$ cat config.mk
export PLATFORM = sky130hd
export DESIGN_NAME = irq_vector_ctrl
export DESIGN_NICKNAME = d
export VERILOG_FILES = /design/src/rtl/irqc_pkg.sv /design/src/rtl/irqc_ctrl.sv /design/src/rtl/irqc_prio.sv /design/src/rtl/irqc_datapath.sv /design/src/rtl/irq_vector_ctrl.sv
export SDC_FILE = /design/constraint.sdc
export NUM_CORES = 1
export LEC_CHECK = 0
export ABC_CLOCK_PERIOD_IN_PS = 2200
export BUFFER_PORTS_ARGS = -buffer_cell sky130_fd_sc_hd__buf_2
export CAP_MARGIN = 10
export CELL_PAD_IN_SITES_DETAIL_PLACEMENT = 1
export CELL_PAD_IN_SITES_GLOBAL_PLACEMENT = 2
export CORE_ASPECT_RATIO = 0.9
export CORE_MARGIN = 2
export CORE_UTILIZATION = 31
export CTS_CLUSTER_DIAMETER = 100
export CTS_CLUSTER_SIZE = 28
export DETAILED_ROUTE_END_ITERATION = 10
export GPL_TIMING_DRIVEN = 0
export MAX_ROUTING_LAYER = met4
export PLACE_DENSITY_LB_ADDON = 0.1
export SYNTH_ARGS = -nofsm -noshare
export SYNTH_HDL_FRONTEND = slang
export SYNTH_SLANG_ARGS = --single-unit
$ cat constraint.sdc
create_clock -name clk -period 2.2 [get_ports clk]
set_input_delay 0.22 -clock clk [delete_from_list [all_inputs] [get_ports clk]]
set_output_delay 0.22 -clock clk [all_outputs]
set_load 0.02 [all_outputs]
$ cat src/rtl/irqc_pkg.sv
package irqc_pkg;
  typedef enum logic [2:0] {
    REG_STATUS  = 3'd0,
    REG_PENDING = 3'd1,
    REG_ENABLE  = 3'd2,
    REG_ACK     = 3'd3,
    REG_SETEN   = 3'd4,
    REG_CLREN   = 3'd5,
    REG_VECTOR  = 3'd6,
    REG_MASTER  = 3'd7
  } regSel_e;

  typedef struct packed {
    logic    wrStatus;
    logic    wrEnable;
    logic    wrAck;
    logic    wrSetEn;
    logic    wrClrEn;
    logic    wrMaster;
    regSel_e rdSel;
  } strobe_t;
endpackage

$ cat src/rtl/irqc_ctrl.sv
module irqc_ctrl
  import irqc_pkg::*;
(
  input  logic       busSel,
  input  logic       busWe,
  input  logic [2:0] busAddr,
  output strobe_t    strb
);
  regSel_e sel;
  logic    wr;

  always_comb begin
    sel           = regSel_e'(busAddr);
    wr            = busSel && busWe;
    strb          = '0;
    strb.rdSel    = sel;
    strb.wrStatus = wr && (sel == REG_STATUS);
    strb.wrEnable = wr && (sel == REG_ENABLE);
    strb.wrAck    = wr && (sel == REG_ACK);
    strb.wrSetEn  = wr && (sel == REG_SETEN);
    strb.wrClrEn  = wr && (sel == REG_CLREN);
    strb.wrMaster = wr && (sel == REG_MASTER);
  end
endmodule

$ cat src/rtl/irqc_prio.sv
module irqc_prio #(
  parameter int NUM_SRC = 32,
  localparam int IDX_W  = (NUM_SRC > 1) ? $clog2(NUM_SRC) : 1
) (
  input  logic [NUM_SRC-1:0] req,
  output logic               found,
  output logic [IDX_W-1:0]   idx
);
  // Scan from the top down so the lowest-numbered request is assigned last and wins.
  always_comb begin
    found = 1'b0;
    idx   = '0;
    for (int i = NUM_SRC - 1; i >= 0; i--) begin
      if (req[i]) begin
        found = 1'b1;
        idx   = IDX_W'(i);
      end
    end
  end
endmodule

$ cat src/rtl/irqc_datapath.sv
module irqc_datapath
  import irqc_pkg::*;
#(
  parameter int                 NUM_SRC   = 32,
  parameter int                 DATA_W    = 32,
  parameter logic [NUM_SRC-1:0] EDGE_MASK = 32'h0000_FFFF,
  localparam int                IDX_W     = (NUM_SRC > 1) ? $clog2(NUM_SRC) : 1
) (
  input  logic               clk,
  input  logic               rstN,
  input  strobe_t            strb,
  input  logic [DATA_W-1:0]  wdata,
  input  logic [NUM_SRC-1:0] irqIn,
  output logic [DATA_W-1:0]  rdata,
  output logic               irqReq
);
  logic [NUM_SRC-1:0] prevIn, rise, setMask;
  logic [NUM_SRC-1:0] statusQ, statusD, enableQ, pending;
  logic [NUM_SRC-1:0] wMask;
  logic [1:0]         masterQ;
  logic               vecFound;
  logic [IDX_W-1:0]   vecIdx;

  assign wMask   = wdata[NUM_SRC-1:0];
  assign rise    = irqIn & ~prevIn;
  assign setMask = (rise & EDGE_MASK) | (irqIn & ~EDGE_MASK);
  assign pending = statusQ & enableQ;

  always_comb begin
    statusD = statusQ;
    if (strb.wrStatus && !masterQ[1]) statusD = wMask;
    if (strb.wrAck) statusD = statusD & ~wMask;
    statusD = statusD | setMask;
  end

  always_ff @(posedge clk) begin
    if (!rstN) begin
      prevIn  <= '0;
      statusQ <= '0;
      enableQ <= '0;
      masterQ <= '0;
    end else begin
      prevIn  <= irqIn;
      statusQ <= statusD;
      if (strb.wrEnable)     enableQ <= wMask;
      else if (strb.wrSetEn) enableQ <= enableQ | wMask;
      else if (strb.wrClrEn) enableQ <= enableQ & ~wMask;
      if (strb.wrMaster) masterQ <= wdata[1:0];
    end
  end

  irqc_prio #(.NUM_SRC(NUM_SRC)) uPrio (
    .req  (pending),
    .found(vecFound),
    .idx  (vecIdx)
  );

  assign irqReq = (|pending) && (masterQ == 2'b11);

  always_comb begin
    rdata = '0;
    unique case (strb.rdSel)
      REG_STATUS:  rdata[NUM_SRC-1:0] = statusQ;
      REG_PENDING: rdata[NUM_SRC-1:0] = pending;
      REG_ENABLE:  rdata[NUM_SRC-1:0] = enableQ;
      REG_VECTOR:  rdata = vecFound ? DATA_W'(vecIdx) : '1;
      REG_MASTER:  rdata[1:0] = masterQ;
      default:     rdata = '0;
    endcase
  end

  assert_seten_or_R2: assert property (@(posedge clk) disable iff (!rstN)
    strb.wrSetEn |=> ((enableQ & $past(wMask)) == $past(wMask)));
  assert_seten_keep_R2: assert property (@(posedge clk) disable iff (!rstN)
    strb.wrSetEn |=> ((enableQ & ~$past(wMask)) == ($past(enableQ) & ~$past(wMask))));
  assert_clren_clear_R3: assert property (@(posedge clk) disable iff (!rstN)
    strb.wrClrEn |=> ((enableQ & $past(wMask)) == '0));
  assert_edge_beats_ack_R6: assert property (@(posedge clk) disable iff (!rstN)
    strb.wrAck |=> ((statusQ & $past(rise & EDGE_MASK)) == $past(rise & EDGE_MASK)));
  assert_status_locked_R9: assert property (@(posedge clk) disable iff (!rstN)
    (strb.wrStatus && masterQ[1]) |=> (($past(statusQ) & ~statusQ) == '0));
  assert_vector_pending_R7: assert property (@(posedge clk) disable iff (!rstN)
    vecFound |-> pending[vecIdx]);
  assert_req_gated_R8: assert property (@(posedge clk) disable iff (!rstN)
    irqReq |-> (masterQ == 2'b11));
endmodule

$ cat src/rtl/irq_vector_ctrl.sv
module irq_vector_ctrl
  import irqc_pkg::*;
#(
  parameter int                 NUM_SRC   = 32,
  parameter logic [NUM_SRC-1:0] EDGE_MASK = 32'h0000_FFFF
) (
  input  logic               clk,
  input  logic               rstN,
  input  logic               busSel,
  input  logic               busWe,
  input  logic [2:0]         busAddr,
  input  logic [31:0]        busWdata,
  output logic [31:0]        busRdata,
  input  logic [NUM_SRC-1:0] irqIn,
  output logic               irqReq
);
  strobe_t strb;

  irqc_ctrl uCtrl (
    .busSel (busSel),
    .busWe  (busWe),
    .busAddr(busAddr),
    .strb   (strb)
  );

  irqc_datapath #(
    .NUM_SRC  (NUM_SRC),
    .DATA_W   (32),
    .EDGE_MASK(EDGE_MASK)
  ) uData (
    .clk   (clk),
    .rstN  (rstN),
    .strb  (strb),
    .wdata (busWdata),
    .irqIn (irqIn),
    .rdata (busRdata),
    .irqReq(irqReq)
  );
endmodule

==> run metrics <==
status=finished, violations left; failing checks=negative setup slack; CP Launch Type=register; P_sw=1250 uW; I/O pin count=104; EDFF count, synth=0; die width=133 um; Pwr per Cell Area=676 mW/mm2; LEAKAGE=0.00253 uW; worst slack, placed=-385 ps; # hold bufs at CTS=0; Yosys reg bits=82; H-tree depth=3; drt pass-1 iters=5; fin crit period=2410 ps; critical setup path kind=reg -> out; nets=810; # DRC=0; Max Cap Viol=0; Max Clk Rate=0.414 GHz; via count=5288; sequential share of power=0.391; Max Slew Vio Count=0; Period Utilization, post-route=1.10; CTS tree=done; vias in the first global route=5542; Most used DFF post-synth=dfxtp_1; largest net degree at the start of global routing=15; WL/cell=20.3 um; top cells by area, synth=dfxtp_1, a22oi_1, o21ai_0, nor2b_1, inv_1; Worst slew margin=0.403; commonest cells after routing, fill and taps aside=a22oi_1, buf_2, o21ai_0; Peak VDD IR=0.000367 V; Final GP Congestion=0.844; distinct cell type count after synthesis=42; nature of the critical path endpoint=primary output; Port Buf Inserts=102; Starting Density=0.316; fin util=0.433; # rows=42; Final setup viols=33; total inserted antenna cells=0; Synth area leader=dfxtp_1; Worst Skew=7.34 ps; Crit path arrival time=2190 ps; cells after synthesis=606; r2r setup slk=230 ps; HP Class=in -> reg; setup TNS=-5480 ps; Synth warnings=0; first-pass GRT wire length=30.6 mm; remaining global-route overflow=0; transition time at the pin with the least slew margin=896 ps; worst-path maximum fanout=5; share of the synthesized area in the top cell type=0.354; Comb power frac=0.194; Routed Antenna Nets=0; HPWL Detailed=13.7 mm; Clk Latency, worst-skew pair=360 ps; total routed wirelength=19.2 mm; Worst EP required=1980 ps; Clk pin slew, worst setup/hold paths=60 ps; DR iter-0 viols=286; clock share of power=0.416; final hold viol count=0; Internal Pwr Total=3040 uW; Post-Synthesis Cell Area=0.00463 mm2; sequential cell area fraction in the yosys report=0.354; synthesized area per cell=7.65 um2; Sw Share=0.291; Core ar.=0.0147 mm2; Async SR Flop Fraction=0; RSZ-0062 raised after global routing=yes; initial antenna violation count=0; Clock Sinks=82; total CTS buffers=9; layout cells sized above 1=0.277; clk root buf=clkbuf_16; die footprint=0.0159 mm2; Clock Path Buffers=2; DR vias/cell=5.61; commonest non-fill, non-tap cell in the layout=a22oi_1; GRT Overall Usage=0.256; Die H=120 um; Final WS setup=-214 ps; P&R area growth vs syn=36.9%; post-synthesis net count=677
[worst max-delay path, cell delays in order (launching register included)]
cell	delay, ps
dfxtp_1	350
a22oi_2	290
nand4_1	200
nor3_2	310
nand2_2	140
buf_8	170
clkbuf_16	150
o21ai_2	70
buf_6	140
[per-layer routing]
metal  up-vias  global-route usage  part of all wire
met3        32              0.0406             0.039
li1       2503                   -                 -
met4         0              0.0968             0.027
met2       131               0.437              0.49
met1      2622               0.305              0.44
met5         -                   -                 0
[cells by family (layout without fill, tap and decap cells)]
group	Yosys count	count (layout)	share of synthesized area
AO/OA/AOI/OAI	286	286	0.412
XOR/XNOR	1	1	0.00189
buffers and inverters	91	229	0.0767
flip-flops	82	82	0.354
multiplexers	2	2	0.00432
AND/OR/NAND/NOR	144	144	0.151
[power groups by stage]
stage | clock network, uW | logic (uW) | registers, uW
2_1_floorplan | 0 | 404 | 1660
3_3_place_gp | 0 | 652 | 1690
3_5_place_dp | 0 | 673 | 1700
4_1_cts | 1820 | 815 | 1670
5_1_grt | 1880 | 909 | 1680
6_report | 1780 | 830 | 1680
[synth_stat cells, drive strengths merged (2+ instances only)]
| library cell | count |
|---|---|
| a211oi | 2 |
| a21oi | 6 |
| a221o | 2 |
| a22o | 3 |
| a22oi | 92 |
| a2bb2oi | 3 |
| a311o | 2 |
| a31oi | 3 |
| a32o | 3 |
| a32oi | 3 |
| and3 | 3 |
| buf | 7 |
| clkbuf | 37 |
| dfxtp | 82 |
| inv | 47 |
| mux2i | 2 |
| nand2 | 46 |
| nand2b | 2 |
| nand3 | 4 |
| nand4 | 4 |
| nor2 | 35 |
| nor2b | 39 |
| nor3 | 3 |
| nor4 | 3 |
| o211ai | 19 |
| o21a | 16 |
| o21ai | 111 |
| o2bb2ai | 17 |
[stage by stage]
stage | std cells | hold WS, ps | power [uW] | instance area (um2)
finish | 942 | 55.2 | 4290 | 6340
floorplan | 606 | 327 | 2070 | 4630
CTS | 938 | 50.0 | 4300 | 6280
detailed placement | 906 | 396 | 2370 | 5390
global route | 942 | 69.9 | 4470 | 6340
global placement | 906 | 393 | 2340 | 5390
[path summary, 6_finish.rpt]
check / startpoint / end / cells after the start
max: register / busRdata[9] / 8
min: irqIn[5] / uData.prevIn[5]$_SDFF_PN0_ / 3
max reg2reg: uData.masterQ[1]$_SDFFE_PN0P_ / uData.statusQ[15]$_SDFF_PN0_ / 5
min reg2reg: uData.prevIn[6]$_SDFF_PN0_ / uData.statusQ[6]$_SDFF_PN0_ / 1
[area by class of cell]
type | instances | area (um2)
Fill cell | 1794 | 8320
Clock buffer | 9 | 225
Tap cell | 198 | 248
Buffer | 44 | 224
Inverter | 47 | 176
Sequential cell | 82 | 1670
Multi-Input combinational cell | 433 | 2840
Timing Repair Buffer | 122 | 846
Clock inverter | 7 | 118
[repair_timing]
item,in CTS,in global routing
setup buffers,16,4
endpoints found under the setup margin,32,41
gates cloned,1,0
pin swaps,17,11
gates resized for setup,140,19
Power figures use the tool's default switching activity.
